`config.mk`:
```
export PLATFORM = sky130hd
export DESIGN_NAME = mb_ctrl_flags
export DESIGN_NICKNAME = d
export VERILOG_FILES = /design/src/rtl/mb_pkg.sv /design/src/rtl/mb_cfg_reg.sv /design/src/rtl/mb_cycle_filter.sv /design/src/rtl/mb_irq_flag.sv /design/src/rtl/mb_ctrl_flags.sv
export SDC_FILE = /design/constraint.sdc
export NUM_CORES = 1
export LEC_CHECK = 0
export ABC_AREA = 1
export BUFFER_PORTS_ARGS = -buffer_cell sky130_fd_sc_hd__clkbuf_2
export CORE_MARGIN = 3
export CORE_UTILIZATION = 35
export DETAILED_ROUTE_END_ITERATION = 6
export GPL_ROUTABILITY_DRIVEN = 0
export PLACE_DENSITY = 0.77
export SLEW_MARGIN = 5
export SYNTH_ARGS = -nofsm -noshare
export SYNTH_HDL_FRONTEND = slang
export SYNTH_HIERARCHICAL = 1
export SYNTH_SLANG_ARGS = --single-unit
```
`constraint.sdc`:
```
create_clock -name clk_i -period 1.1 [get_ports clk_i]
set_input_delay 0.22 -clock clk_i [delete_from_list [all_inputs] [get_ports clk_i]]
set_output_delay 0.22 -clock clk_i [all_outputs]
set_load 0.005 [all_outputs]
```
`src/rtl/mb_pkg.sv`:
```
package mb_pkg;
  localparam int CYC_W = 6;

  typedef struct packed {
    logic             tx_state;  // 1: state mode, 0: event mode
    logic             ch_a;
    logic             ch_b;
    logic             filt_en;
    logic [CYC_W-1:0] mask;
    logic [CYC_W-1:0] val;
  } cfg_t;

  localparam int WORD_W = $bits(cfg_t);
endpackage

```
`src/rtl/mb_cfg_reg.sv`:
```
module mb_cfg_reg
  import mb_pkg::*;
(
  input  logic  clk_i,
  input  logic  wr_i,
  input  logic  allow_i,
  input  cfg_t  wdata_i,
  output cfg_t  cfg_o
);
  // Intentionally unreset storage: value survives reset.
  always_ff @(posedge clk_i) begin
    if (wr_i && allow_i) cfg_o <= wdata_i;
  end
endmodule

```
`src/rtl/mb_cycle_filter.sv`:
```
module mb_cycle_filter #(
  parameter int W = 6
) (
  input  logic         en_i,
  input  logic [W-1:0] cycle_i,
  input  logic [W-1:0] mask_i,
  input  logic [W-1:0] val_i,
  output logic         pass_o
);
  logic [W-1:0] bit_ok;

  for (genvar i = 0; i < W; i++) begin : g_bit
    assign bit_ok[i] = ~mask_i[i] | (cycle_i[i] ~^ val_i[i]);
  end

  assign pass_o = ~en_i | (&bit_ok);
endmodule

```
`src/rtl/mb_irq_flag.sv`:
```
module mb_irq_flag (
  input  logic clk_i,
  input  logic rst_ni,
  input  logic is_tx_i,
  input  logic enable_i,
  input  logic slot_upd_i,
  input  logic slot_empty_dyn_i,
  input  logic clr_i,
  output logic flag_o
);
  logic en_q;
  logic set_upd, set_en, set_any;

  assign set_upd = slot_upd_i & (is_tx_i | ~slot_empty_dyn_i);
  assign set_en  = is_tx_i & enable_i & ~en_q;
  assign set_any = set_upd | set_en;

  always_ff @(posedge clk_i or negedge rst_ni) begin
    if (!rst_ni) begin
      en_q   <= 1'b0;
      flag_o <= 1'b0;
    end else begin
      en_q   <= enable_i;
      flag_o <= set_any | (flag_o & ~clr_i);  // set beats clear
    end
  end
endmodule

```
`src/rtl/mb_ctrl_flags.sv`:
```
module mb_ctrl_flags
  import mb_pkg::*;
(
  input  logic              clk_i,
  input  logic              rst_ni,
  input  logic              cfg_wr_i,
  input  logic [WORD_W-1:0] cfg_wdata_i,
  input  logic              flag_wr_i,
  input  logic              flag_wdata_i,
  input  logic              poc_cfg_i,
  input  logic              is_tx_i,
  input  logic              enable_i,
  input  logic              lock_i,
  input  logic              slot_upd_i,
  input  logic              slot_empty_dyn_i,
  input  logic [CYC_W-1:0]  cycle_i,
  input  logic              chan_b_i,
  output logic [WORD_W-1:0] cfg_o,
  output logic              en_sts_o,
  output logic              lock_sts_o,
  output logic              iflag_o,
  output logic              state_tx_o,
  output logic              active_o
);
  cfg_t cfg_q;
  logic filt_pass;
  logic chan_hit;

  mb_cfg_reg u_cfg (
    .clk_i   (clk_i),
    .wr_i    (cfg_wr_i),
    .allow_i (poc_cfg_i | ~enable_i),
    .wdata_i (cfg_t'(cfg_wdata_i)),
    .cfg_o   (cfg_q)
  );

  mb_cycle_filter #(.W(CYC_W)) u_filt (
    .en_i    (cfg_q.filt_en),
    .cycle_i (cycle_i),
    .mask_i  (cfg_q.mask),
    .val_i   (cfg_q.val),
    .pass_o  (filt_pass)
  );

  mb_irq_flag u_flag (
    .clk_i            (clk_i),
    .rst_ni           (rst_ni),
    .is_tx_i          (is_tx_i),
    .enable_i         (enable_i),
    .slot_upd_i       (slot_upd_i),
    .slot_empty_dyn_i (slot_empty_dyn_i),
    .clr_i            (flag_wr_i & flag_wdata_i),
    .flag_o           (iflag_o)
  );

  assign chan_hit   = chan_b_i ? cfg_q.ch_b : cfg_q.ch_a;
  assign cfg_o      = cfg_q;
  assign en_sts_o   = enable_i;
  assign lock_sts_o = lock_i;
  assign state_tx_o = is_tx_i & cfg_q.tx_state;
  assign active_o   = enable_i & filt_pass & chan_hit;
endmodule

```
==> run metrics <==
DP Worst Slack -0.2863 ns; drt initial violations 5; YS warnings 6; Clock Pin Slew Worst Setup and Hold Paths between 0.1 and 0.15 ns; Syn-to-layout area delta 58.59%; Post-DRT Antenna Nets 0; initial core utilization 38.17%; n_diodes 0; hold crit path type in2reg; WS Path Type reg2out; Worst-Margin Slew between 0.1 and 0.15 ns; Detailed Route WL 1769 um; Root Buffer clkbuf_4; GR Util met1 between 10% and 20%; final instance area 1236 um^2; grt total ovfl 0; setup_tns -1.364 ns; worst rel slew slack 90.85%; Post-Layout Cell Count roughly 170; number of global-route vias before repair 653; RSZ-0062 raised after global routing true; largest net degree at the start of global routing 11; Pins Over Slew Limit 0; failing checks setup timing; Leak 0.0006778 uW; Detailed Place HPWL 1411 um; share of layout cells above drive strength 1 about half; post-synth top area share 61.64%; post-synthesis net count approximately 110; Net count, final between 150 and 200; run status finished with violations; H-tree Lvls 1; num ports 55; Placed Area 1119 um^2; max-cap violations 0; Util after Layout between 60% and 70%; Synth area leader edfxtp_1; Post-Syn Area 779.5 um^2; grt met3 use 1.972%; Yosys cell types 9; synthesized netlist cell count 77; top_reg_cell synth edfxtp_1; Die Wd roughly 53 um; number of flops mapped to enable cells by yosys 16; full die area around 2800 um^2; Worst Setup End Kind output port; FILL cells 193; minimum clock period 1.748 ns; PortBufs 52; startpoint types flip-flop; DR vias 718; Cell Pwr Density 1265 nW/um^2; crit-path max FO 3; CP arrival 1.53 ns; mean post-synth cell area 10.12 um^2; post-synthesis register bit count 18; initial antenna violation count 0; count leader, synth nand2_1; Final Hold Fails 0; clk buf depth 2; FMAX between 0.5 and 0.6 GHz; via/cell ratio 4.249; final worst slack -0.6484 ns; Tot GR Track Use 13.01%; first-pass GRT wire length about 2600 um; Cell Rows 16; Setup Skew 0.0004258 ns; Seq/Total Area, Yosys 68.06%; TritonCTS Buffers 3; share of flip-flops with an asynchronous set or reset 11.11%; Placed Cells incl. Taps 162; top cells by count, synth nand2_1, inv_1, edfxtp_1; CTS tree yes; layer with the highest usage met2; required time worst endpoint 0.88 ns; Die Y roughly 53 um; Synth area leaders edfxtp_1, nand2_1, inv_1, dfrtp_1, nor2_1; period utilisation layout 158.9%; global-route met2 utilization 23.14%; Worst IR Drop VDD 0.0007472 V; Clock Latency Late Sink 0.30 ns; residual DRC count 0; routed len/inst 10.47 um; 1st-pass router iterations 2; Final setup viols 10; Core Area roughly 2000 um^2; Sink Count 18
sequential cells by signal (all words and copies together) (netlist names):
name and cells:
u_flag/flag_o 1, u_cfg/cfg_o 16, u_flag/en_q 1
final timing paths:
path                                      endpoint  cells past startpoint                      from  slack, ns
max                                       active_o                     12  u_cfg/cfg_o[4]$_DFFE_PP_      -0.65
min                          u_flag/en_q$_DFF_PN0_                      1                  enable_i       0.07
max reg2reg                u_flag/flag_o$_DFF_PN0_                      2   u_flag/flag_o$_DFF_PN0_       0.44
min reg2reg                u_flag/flag_o$_DFF_PN0_                      2   u_flag/flag_o$_DFF_PN0_       0.53
max in group asynchronous  u_flag/flag_o$_DFF_PN0_                      2                    rst_ni       0.76
min in group asynchronous    u_flag/en_q$_DFF_PN0_                      2                    rst_ni       0.24
area by class of cell:
cell class	instances	area, um^2	area share, %
flip-flops and latches	18	530.5	42.91
repair buffers	63	391.6	31.68
multi-input cells	40	180.2	14.57
inverters	17	63.81	5.162
clock buffers	4	36.28	2.935
well taps	27	33.78	2.733
stage by stage:
stage | hold slack [ns] | total power (uW)
2_1_floorplan | -0.07559 | 947.3
4_1_cts | 0.06349 | 1541
5_1_grt | 0.06934 | 1648
3_3_place_gp | 0.007150 | 1104
6_report | 0.06650 | 1564
3_5_place_dp | 0.01250 | 1114
cell usage in the layout (no fill, tap or decap), drive strengths merged:
| cell type | instances |
|---|---|
| edfxtp | 16 |
| nand2 | 26 |
| buf | 16 |
| nand3 | 6 |
| nor2 | 8 |
| dlygate4sd3 | 1 |
| inv | 17 |
| dfrtp | 2 |
| clkbuf | 50 |
per-layer routing:
metal	up-vias	wire length, um
li1	366	-
met1	318	603
met2	29	995
met3	5	126
met4	0	44
met5	-	0
critical path, stage by stage, from the launching register on:
cell      delay (ns)
edfxtp_1        0.44
inv_1           0.07
nand2_1         0.05
nand3_1         0.07
nand2_2         0.05
nor2_2          0.11
nand2_1         0.06
nand2_1         0.06
nand2_1         0.05
inv_1           0.05
nand2_1         0.05
nor2_2          0.06
buf_2           0.11
what timing repair did:
action                                 CTS  global route
resized for setup                        0            13
buffers inserted                         2             4
hold buffers                             1             0
setup endpoints to repair                9            17
endpoints found under the hold margin    2             0
pin swaps                                0             3
cell families after synthesis:
family	synth area share, %
buffers and inverters	10.11
flip-flops	68.06
AND/OR/NAND/NOR	21.83
power breakdown:
group | switching (uW) | total (uW) | internal (uW)
clock network | 217 | 419 | 202
registers | 35.1 | 846 | 811
logic | 124 | 299 | 175
Note: power is estimated with default switching activity, not from simulation.
